===== src/rtl/rxq_pkg.sv =====
package rxq_pkg;
  localparam int LINE_W = 4;
  localparam int DATA_W = 8;

  typedef struct packed {
    logic              ovr;
    logic              frm;
    logic              par;
    logic [LINE_W-1:0] line;
    logic [DATA_W-1:0] data;
  } rxq_entry_t;

  localparam int ENTRY_W = $bits(rxq_entry_t);
  localparam int WORD_W  = ENTRY_W + 1;

  typedef enum logic [1:0] {
    HO_IDLE  = 2'd0,
    HO_WAIT  = 2'd1,
    HO_FIRED = 2'd2
  } ho_state_t;
endpackage


===== src/rtl/rxq_mem.sv =====
module rxq_mem #(
  parameter int DEPTH = 64,
  parameter int AW    = $clog2(DEPTH)
) (
  input  logic                clk,
  input  logic                we,
  input  logic [AW-1:0]       waddr,
  input  rxq_pkg::rxq_entry_t wdata,
  input  logic                re,
  input  logic [AW-1:0]       raddr,
  output rxq_pkg::rxq_entry_t rdata
);
  localparam int EW = rxq_pkg::ENTRY_W;

  logic [EW-1:0] store [0:DEPTH-1];

  // Single write port, registered read port, read-first behaviour.
  always_ff @(posedge clk) begin
    if (we) store[waddr] <= wdata;
    if (re) rdata <= rxq_pkg::rxq_entry_t'(store[raddr]);
  end
endmodule


===== src/rtl/rxq_ctrl.sv =====
module rxq_ctrl #(
  parameter int DEPTH = 64,
  parameter int AW    = $clog2(DEPTH),
  parameter int CW    = $clog2(DEPTH + 1)
) (
  input  logic          clk,
  input  logic          rst,
  input  logic          push_req,
  input  logic          pop_req,
  output logic          we,
  output logic [AW-1:0] waddr,
  output logic          re,
  output logic [AW-1:0] raddr,
  output logic          ovw,
  output logic [CW-1:0] count,
  output logic [CW-1:0] count_nx,
  output logic          not_empty
);
  logic [AW-1:0] wptr, rptr;
  logic          pop, grow;

  function automatic logic [AW-1:0] ptr_inc(input logic [AW-1:0] p);
    return (p == AW'(DEPTH - 1)) ? '0 : p + AW'(1);
  endfunction

  function automatic logic [AW-1:0] ptr_dec(input logic [AW-1:0] p);
    return (p == '0) ? AW'(DEPTH - 1) : p - AW'(1);
  endfunction

  always_comb begin
    pop      = pop_req && (count != '0);
    ovw      = push_req && (count == CW'(DEPTH)) && !pop;
    grow     = push_req && !ovw;
    we       = push_req;
    waddr    = ovw ? ptr_dec(wptr) : wptr;
    re       = pop;
    raddr    = rptr;
    count_nx = count + CW'(grow) - CW'(pop);
  end

  always_ff @(posedge clk) begin
    if (rst) begin
      wptr      <= '0;
      rptr      <= '0;
      count     <= '0;
      not_empty <= 1'b0;
    end else begin
      if (grow) wptr <= ptr_inc(wptr);
      if (pop)  rptr <= ptr_inc(rptr);
      count     <= count_nx;
      not_empty <= (count_nx != '0);
    end
  end

  assert_count_bound_R4: assert property (@(posedge clk) disable iff (rst)
    count <= CW'(DEPTH));

  assert_full_overwrite_R4: assert property (@(posedge clk) disable iff (rst)
    ovw |=> (count == CW'(DEPTH)));

  assert_drain_by_read_R3: assert property (@(posedge clk) disable iff (rst)
    ($fell(not_empty) && !$past(rst)) |-> $past(pop_req));
endmodule


===== src/rtl/rxq_irq_holdoff.sv =====
module rxq_irq_holdoff #(
  parameter int CW     = 7,
  parameter int TW     = 8,
  parameter int THRESH = 48
) (
  input  logic          clk,
  input  logic          rst,
  input  logic          rie,
  input  logic          tick,
  input  logic [TW-1:0] tval,
  input  logic          push,
  input  logic [CW-1:0] count,
  input  logic [CW-1:0] count_nx,
  output logic          irq
);
  import rxq_pkg::*;

  ho_state_t     st, st_nx;
  logic [TW-1:0] hold, hold_nx;
  logic          rie_q, timed, ev, irq_nx;

  always_comb begin
    timed = (tval > TW'(1));
    ev    = rie && timed &&
            ((push && (count == '0)) || (!rie_q && (count != '0)));
    st_nx   = st;
    hold_nx = hold;
    if ((count_nx == '0) || !rie) begin
      st_nx = HO_IDLE;
    end else if (ev) begin
      st_nx   = HO_WAIT;
      hold_nx = tval;
    end else if ((st == HO_WAIT) && tick) begin
      hold_nx = hold - TW'(1);
      if (hold == TW'(1)) st_nx = HO_FIRED;
    end
    irq_nx = 1'b0;
    if (rie && (count_nx != '0)) begin
      if (tval == '0)         irq_nx = (count_nx >= CW'(THRESH));
      else if (tval == TW'(1)) irq_nx = 1'b1;
      else                    irq_nx = (st_nx == HO_FIRED);
    end
  end

  always_ff @(posedge clk) begin
    if (rst) begin
      st    <= HO_IDLE;
      hold  <= '0;
      rie_q <= 1'b0;
      irq   <= 1'b0;
    end else begin
      st    <= st_nx;
      hold  <= hold_nx;
      rie_q <= rie;
      irq   <= irq_nx;
    end
  end

  assert_irq_needs_enable_R11: assert property (@(posedge clk) disable iff (rst)
    !rie |=> !irq);

  assert_immediate_mode_R6: assert property (@(posedge clk) disable iff (rst)
    ((tval == TW'(1)) && rie && (count_nx != '0)) |=> irq);

  assert_threshold_mode_R7: assert property (@(posedge clk) disable iff (rst)
    (($past(tval) == '0) && irq) |-> (count >= CW'(THRESH)));

  assert_timed_rise_on_tick_R8: assert property (@(posedge clk) disable iff (rst)
    ($rose(irq) && ($past(tval) > TW'(1))) |-> $past(tick));

  assert_no_restart_R9: assert property (@(posedge clk) disable iff (rst)
    ((st == HO_WAIT) && (st_nx == HO_WAIT) && !tick) |=> $stable(hold));
endmodule


===== src/rtl/rxq_holdoff.sv =====
module rxq_holdoff #(
  parameter int DEPTH = 64,
  parameter int TW    = 8
) (
  input  logic                       clk,
  input  logic                       rst,
  input  logic                       wr_en,
  input  logic [rxq_pkg::LINE_W-1:0] wr_line,
  input  logic [rxq_pkg::DATA_W-1:0] wr_data,
  input  logic                       wr_ovr,
  input  logic                       wr_frm,
  input  logic                       wr_par,
  input  logic                       rd_en,
  output logic [rxq_pkg::WORD_W-1:0] rd_word,
  input  logic                       rie,
  input  logic                       tim_we,
  input  logic [TW-1:0]              tim_val,
  input  logic                       tick_ms,
  output logic                       irq,
  output logic                       not_empty
);
  import rxq_pkg::*;

  localparam int AW     = $clog2(DEPTH);
  localparam int CW     = $clog2(DEPTH + 1);
  localparam int THRESH = (DEPTH * 3) / 4;

  logic          we, re, ovw, rd_vld_q;
  logic [AW-1:0] waddr, raddr;
  logic [CW-1:0] count, count_nx;
  logic [TW-1:0] tval_q;
  rxq_entry_t    wentry, rentry;

  always_comb begin
    wentry.ovr  = wr_ovr | ovw;
    wentry.frm  = wr_frm;
    wentry.par  = wr_par;
    wentry.line = wr_line;
    wentry.data = wr_data;
  end

  rxq_ctrl #(.DEPTH(DEPTH), .AW(AW), .CW(CW)) ctrl_i (
    .clk       (clk),
    .rst       (rst),
    .push_req  (wr_en),
    .pop_req   (rd_en),
    .we        (we),
    .waddr     (waddr),
    .re        (re),
    .raddr     (raddr),
    .ovw       (ovw),
    .count     (count),
    .count_nx  (count_nx),
    .not_empty (not_empty)
  );

  rxq_mem #(.DEPTH(DEPTH), .AW(AW)) mem_i (
    .clk   (clk),
    .we    (we),
    .waddr (waddr),
    .wdata (wentry),
    .re    (re),
    .raddr (raddr),
    .rdata (rentry)
  );

  rxq_irq_holdoff #(.CW(CW), .TW(TW), .THRESH(THRESH)) hold_i (
    .clk      (clk),
    .rst      (rst),
    .rie      (rie),
    .tick     (tick_ms),
    .tval     (tval_q),
    .push     (wr_en),
    .count    (count),
    .count_nx (count_nx),
    .irq      (irq)
  );

  always_ff @(posedge clk) begin
    if (rst) begin
      tval_q   <= TW'(1);
      rd_vld_q <= 1'b0;
    end else begin
      if (tim_we) tval_q <= tim_val;
      if (rd_en)  rd_vld_q <= not_empty;
    end
  end

  assign rd_word = rd_vld_q ? {1'b1, rentry} : '0;

  assert_reset_state_R5: assert property (@(posedge clk)
    rst |=> ((tval_q == TW'(1)) && !not_empty && !irq && (rd_word == '0)));

  assert_empty_read_R2: assert property (@(posedge clk) disable iff (rst)
    (rd_en && !not_empty) |=> (rd_word == '0));
endmodule


===== config.mk =====
export PLATFORM = sky130hd
export DESIGN_NAME = rxq_holdoff
export DESIGN_NICKNAME = d
export VERILOG_FILES = /design/src/rtl/rxq_pkg.sv /design/src/rtl/rxq_mem.sv /design/src/rtl/rxq_ctrl.sv /design/src/rtl/rxq_irq_holdoff.sv /design/src/rtl/rxq_holdoff.sv
export SDC_FILE = /design/constraint.sdc
export NUM_CORES = 1
export LEC_CHECK = 0
export BUFFER_PORTS_ARGS = -buffer_cell sky130_fd_sc_hd__buf_2
export CORE_UTILIZATION = 50
export CTS_BUF_LIST = sky130_fd_sc_hd__clkbuf_8
export DETAILED_ROUTE_END_ITERATION = 8
export HOLD_SLACK_MARGIN = 0.02
export PLACE_DENSITY = 0.68
export SYNTH_ARGS = -nofsm -noshare
export SYNTH_HDL_FRONTEND = slang
export SYNTH_HIERARCHICAL = 1
export SYNTH_SLANG_ARGS = --single-unit

===== constraint.sdc =====
create_clock -name clk -period 4 [get_ports clk]
set_input_delay 0.4 -clock clk [delete_from_list [all_inputs] [get_ports clk]]
set_output_delay 0.4 -clock clk [all_outputs]
set_load 0.01 [all_outputs]

# --- Word-level counts from Yosys, hierarchy flattened ---
# Memories as Yosys holds them, arrays and structs flattened. A register that Yosys moved wholly into a read port is not among the register bits.
# Cells that the tools add are included.
word_totals:
  ff_bits: 41
  ram_bits: 960
  output_inout_bits: 18
  memories: 1
memory_table:
  columns: ["memory", "depth", "word_bits", "rd", "rd_clocked_by_memory_dff", "wr", "line_no", "source"]
  rows:
  - ["mem_i.store", 64, 15, 1, 1, 1, "rxq_mem.sv:15", "logic [EW-1:0] store [0:DEPTH-1];"]
classes:
  add_sub_neg: 6
  magnitude_cmp: 2
  eq_ne: 7
  n_mux: 15
  bitwise_logic: 3
  n_reduce_logical: 25
op_table:
  columns: ["operator", "count"]
  rows:
  - ["2-to-1 mux 6 bit", 4]
  - ["== test 8 x 1 -> 1 bit (second input constant)", 2]
  - ["2-to-1 mux 16 bit", 1]
  - ["2-to-1 mux 8 bit", 2]
  - ["zero test 7 bit", 2]
  - ["nonzero test 7 bit", 2]
  - ["adder 6 x 1 -> 6 bit (second input constant)", 2]
  - ["== test 6 bit (second input constant)", 2]
  - ["logical AND 1 bit", 10]
  - ["> comparator 8 x 1 -> 1 bit (second input constant)", 1]
  - ["zero test 8 bit", 1]
  - ["2-to-1 mux 2 bit", 4]
  - ["subtractor 8 x 1 -> 8 bit (second input constant)", 1]
  - ["adder 7 x 1 -> 7 bit", 1]
  - ["== test 7 bit (second input constant)", 1]
  - [">= comparator 7 x 6 -> 1 bit (second input constant)", 1]
  - ["subtractor 7 x 1 -> 7 bit", 1]
  - ["zero test 6 bit", 1]
  - ["subtractor 6 x 1 -> 6 bit (second input constant)", 1]
  - ["zero test 1 bit", 4]
  - ["2-to-1 mux 1 bit", 4]
  - ["== test 2 x 1 -> 1 bit (second input constant)", 1]
  - ["== test 2 bit (second input constant)", 1]
  - ["logical OR 1 bit", 2]
  - ["other kinds (5)", 6]

# --- Depth between registers and ports, before layout ---
depth:
  depth_word: 14
  mapped_depth: 21
  ltp_nobuf: 20

# --- Modules after synthesis ---
# The synthesis kept the hierarchy.
modules_own_cells:
  columns: ["mod", "n_inst", "cells_per_inst", "area_each_um2", "seq_area_each_um2"]
  rows:
  - ["rxq_mem", 1, 1638, 37339.6, 29278.1]
  - ["rxq_ctrl", 1, 170, 1336.3, 400.4]
  - ["rxq_irq_holdoff", 1, 94, 800.8, 240.2]
  - ["rxq_holdoff", 1, 47, 436.7, 180.2]

# --- Least setup slack after synthesis ---
# Ideal clock, no wire load.
synth_timing:
  kind: "register to register"
  from: "register ctrl_i.count[4]"
  to: "register hold_i.hold[2]"
  setup_ns: 0.092
  t_arrival_ns: 3.862
  slack_ns: 0.046
  path_stages_with_launch: 21
  path_buffers: 1
  period_less_slack_ns: 3.954
  path_cell_list: "dfxtp_1 > inv_1 > ha_1 > nand4bb_2 > o21ai_1 > nor2_1 > inv_1 > nand2_1 > ha_1 > inv_1 > fa_1 > nor2b_1 > o311a_1 > o32ai_1 > a311oi_2 > inv_1 > or4_1 > o41ai_2 > clkbuf_1 > o31ai_1 > o32ai_1"
synth_via:
  elab_chain_len: 12
  elab_cells_between_ends: 21
  classes_between: "add/sub (2); eq/ne (1); mux (1); bitwise (1); reduce/logical (16)"
synth_lines:
  columns: ["element", "line_no", "source"]
  rows:
  - ["start: declaration", "rxq_ctrl.sv:15", "output logic [CW-1:0] count,"]
  - ["start signal: assignment", "rxq_ctrl.sv:50", "count <= count_nx;"]
  - ["nonzero test 7 bit", "rxq_ctrl.sv:31", "pop = pop_req && (count != '0);"]
  - ["logical AND 1 bit", "rxq_ctrl.sv:31", null]
  - ["zero test 1 bit", "rxq_ctrl.sv:32", "ovw = push_req && (count == CW'(DEPTH)) && !pop;"]
  - ["logical AND 1 bit", "rxq_ctrl.sv:32", null]
  - ["zero test 1 bit", "rxq_ctrl.sv:33", "grow = push_req && !ovw;"]
  - ["logical AND 1 bit", "rxq_ctrl.sv:33", null]
  - ["adder 7 x 1 -> 7 bit", "rxq_ctrl.sv:38", "count_nx = count + CW'(grow) - CW'(pop);"]
  - ["subtractor 7 x 1 -> 7 bit (*)", "rxq_ctrl.sv:38", null]
  - ["via count_nx[6]", "rxq_holdoff.sv:30", "logic [CW-1:0] count, count_nx;"]
  - ["zero test 7 bit (*)", "rxq_irq_holdoff.sv:28", "if ((count_nx == '0) || !rie) begin"]
  - ["logical OR 1 bit (*)", "rxq_irq_holdoff.sv:28", null]
  - ["inverter 1 bit (no source line) (*)", null, null]
  - ["AND reduction 2 bit (no source line) (*)", null, null]
  - ["end signal: assignment", "rxq_irq_holdoff.sv:53", "hold <= hold_nx;"]
  - ["end: declaration", "rxq_irq_holdoff.sv:19", "logic [TW-1:0] hold, hold_nx;"]
# The timed path passes the listed nets; every way through them passes the cells marked *.
# A chain may end at the register's enable or synchronous reset.

# --- Final worst setup path ---
layout_timing:
  from: "register ctrl_i.count[5]"
  to: "register hold_i.hold[3]"
# The elaborated chain is that of the path after synthesis.

==> metrics.cfg <==
[layout]
final_area_um2=45300
final_layout_size_suffix_gt1_frac=0.303
areaGrowthSynthToFinish_pct=13.5
fillCellCount=5737
finalNetCount=2257

[clock_tree]
tritoncts=done
cts_max_path_buffers=3
htreeDepth=4
cts-root-buf=clkbuf_8
clock_latency_ns=0.79
cts_inserted_buffers=158
clk_pin_slew_ns=0.06
cts.sinks=1016

[power_and_ir_drop]
power_switching_mw=6.42
p_sw_frac=0.262
peakVddDrop_mv=0.414
p_per_area_nw_per_um2=541
clkPwrFrac=0.318
p_int_mw=18.1
pwr-share-comb=0.189
p_seq_frac=0.493
leakagePower_nw=14.4

[grt]
grtUsageTotal=0.223
top_usage_layer=met2
gr-usage-met1=0.320
antenna_found_initial=1
grt_pass1_wl_um=133000
grt_max_degree=90
grt_pass1_vias=20640
grtUsageMet3=0.0446
gr-usage-met2=0.345
overflow=0

[worst_setup_path]
crit_type=flip-flop to flip-flop
end_kind=flip-flop
worst_setup_path_start_kind=flip-flop
slowest_delay_ns=0.45
crit_chain=inv_2 -> ha_4 -> nand4bb_4 -> o21ai_2 -> nor2_1 -> inv_1 -> nand2_1 -> ha_2 -> inv_2 -> fa_2 -> nor2b_2 -> o311a_1 -> o32ai_2 -> a311oi_2 -> inv_1 -> or4_4 -> o41ai_4 -> buf_6 -> nor4_2 -> xnor2_1 -> a211oi_2
cp_top_family=compound AO/OA/AOI/OAI gates
crit_path_max_fanout=6
required_ns=4.63
ff2ff_setup_slack_ns=-0.05
path_buf_inv=5
rr_startpoint=ctrl_i/count[5]
cp_slowest_cell=or4_4
crit_arrival_ns=4.67
critPathLaunch=ctrl_i/count[5]

[synth]
syn_avg_cell_area_um2=20.5
ys.warnings.count=6
syn_area_um2=39900
yosysSeqAreaShare=0.754
synthCells=1949
async_reset_ff_frac=0
synth.distinct_cells=70
ys_ff_latch=1016
synth_top_flop_cell=edfxtp_1
synth_nets=1994
synth_edf_count=975

[sta]
max_freq_mhz=247
finalCritPeriodShare=1.01
fin_crit_ns=4.05
setup_viol=7
worstMarginPinSlew_ns=1.32
fin_skew_ns=0.0312
rsz0062_at_grt=true
drv_slew=0
slew-limit-headroom=0.117
hold_violations=0
layout_setup_ws_ns=-0.0483

[drt]
avgRoutedWirePerCell_um=26.4
drtIter0Drc=2031
wirelength_um=89400
vias=20295
antenna_left=0
routed_via_density=6.00
firstDrtPassIters=5
post-route-drc-count=0

[min_path]
min_from=wr_data[2]
hp-class=input port to flip-flop

[floorplanning]
die_w_um=285
die_h_um=285
num_rows=103
start_util=0.505
core_um2=79000
ios=48
die-area_um2=81000

[place]
place_ws_ns=-0.0628
place.port_buffers=47
routabilityCongestion=0.842
place_hpwl_um=53500
place_area_um2=42100

[status]
status=finished, violations left
violations=negative setup slack

[job]
maxCapViolCount=0

area by class of cell:
type	count	area [um2]	share of cell area
sequential	1016	30100	0.665
multi-input combinational	804	9370	0.207
clock buffer	160	2200	0.0486
timing repair buffer	208	1620	0.0357
tap	1050	1310	0.0290
clock inverter	118	606	0.0134
inverter	24	90.1	0.00199
antenna	2	5.00	0.000110
power groups by stage:
stage	Clock [mW]	Sequential (mW)	Combinational (mW)
2_1_floorplan	0	12.2	3.11
3_3_place_gp	0	12.3	4.29
3_5_place_dp	0	12.3	4.35
4_1_cts	7.97	12.1	4.40
5_1_grt	8.42	12.1	4.95
6_report	7.81	12.1	4.64
per-stage QoR:
stage	utilization	power [mW]	std cells	setup TNS [ns]	hold WS, ns
6_report	0.574	24.5	3382	-0.175	0.0766
5_1_grt	0.574	25.5	3381	-1.57	0.0533
4_1_cts	0.571	24.4	3365	0	0.0205
3_5_place_dp	0.533	16.6	3069	-0.0851	0.483
3_3_place_gp	0.533	16.6	3069	0	0.468
2_1_floorplan	-	15.3	1949	0	0.458
worst reg2reg max path, cell delays in order (launching register included):
cell and delay, ns:
dfxtp_2 0.35, inv_2 0.06, ha_4 0.16, nand4bb_4 0.10
o21ai_2 0.07, nor2_1 0.15, inv_1 0.07, nand2_1 0.07
ha_2 0.18, inv_2 0.04, fa_2 0.36, nor2b_2 0.14
o311a_1 0.23, o32ai_2 0.11, a311oi_2 0.29, inv_1 0.10
or4_4 0.46, o41ai_4 0.41, buf_6 0.19, nor4_2 0.06
xnor2_1 0.20, a211oi_2 0.09
logic make-up (layout without fill, tap and decap cells):
logic type | Yosys count | in the layout | synth area share
multiplexers | 328 | 328 | 0.159
AND/OR/NAND/NOR | 274 | 274 | 0.0345
adder cells (fa/ha/maj) | 15 | 15 | 0.00489
flip-flops | 1016 | 1016 | 0.754
AO/OA/AOI/OAI | 175 | 175 | 0.0302
other | 0 | 2 | 0
buffers and inverters | 129 | 510 | 0.0150
XOR/XNOR | 12 | 12 | 0.00263
cells in the mapped netlist, drive strengths merged (5+ instances only):
cell type  instances  share of area
nand2b            10         0.0016
and2              17         0.0027
ha                14         0.0044
nand2             38         0.0036
dfxtp             41          0.021
nand4             13         0.0020
a2111oi           13         0.0029
mux2              38          0.011
nand3             18         0.0023
buf               55         0.0080
mux4             240           0.14
o221ai            14         0.0031
edfxtp           975           0.73
a21o              12         0.0023
mux2i             50          0.013
nor2             110          0.010
a21oi             42         0.0053
inv               24         0.0023
o22ai             23         0.0036
o32ai              8         0.0018
o21ai             22         0.0028
or4                5         0.0010
nor4               5        0.00078
a211oi             5         0.0011
nor2b             16         0.0026
xor2               9         0.0020
clkbuf            50         0.0047
a31oi              9         0.0014
or3                9         0.0014
a22oi              6         0.0011
nor3               9         0.0013
layer usage:
| layer | wire, um | vias up |
|---|---|---|
| met1 | 37600 | 10702 |
| met4 | 2300 | 0 |
| met3 | 6520 | 133 |
| met2 | 43000 | 820 |
| li1 | - | 8640 |
| met5 | 0 | - |
what timing repair did:
item                                    4_1_cts  5_1_grt
cloned                                        0        1
pin swaps                                     0       15
hold buffers                                 17        0
hold endpoints to repair                     29        0
resized for setup                             3       33
setup buffers                                 1       14
endpoints found under the setup margin        4       11
final timing paths:
check | end | cells after the start
worst max-delay path | hold_i/hold[3] | 21
worst max register to register | hold_i/hold[3] | 21
worst min-delay path | mem_i/store[30][2] | 1
worst min register to register | hold_i/st[0] | 2
placed cells by master, fill, tap and decap left out, drive strengths merged, types with 16 or more instances in the layout:
cell type	count
mux2	38
clkbuf	160
nor2	110
edfxtp	975
nand3	18
clkinv	54
a21oi	42
nand2	38
o21ai	22
buf	191
mux2i	50
mux4	240
nor2b	16
dlygate4sd3	17
inv	82
dfxtp	41
o22ai	23
and2	17
registers in the layout (all words and copies together), names as in the netlist, 2 cells and up:
name / count
hold_i/hold: 8
mem_i/store: 960
ctrl_i/count: 7
hold_i/st: 2
mem_i/rdata: 15
tval_q: 8
ctrl_i/raddr: 6
ctrl_i/wptr: 6
Note: power is estimated with default switching activity, not from simulation.
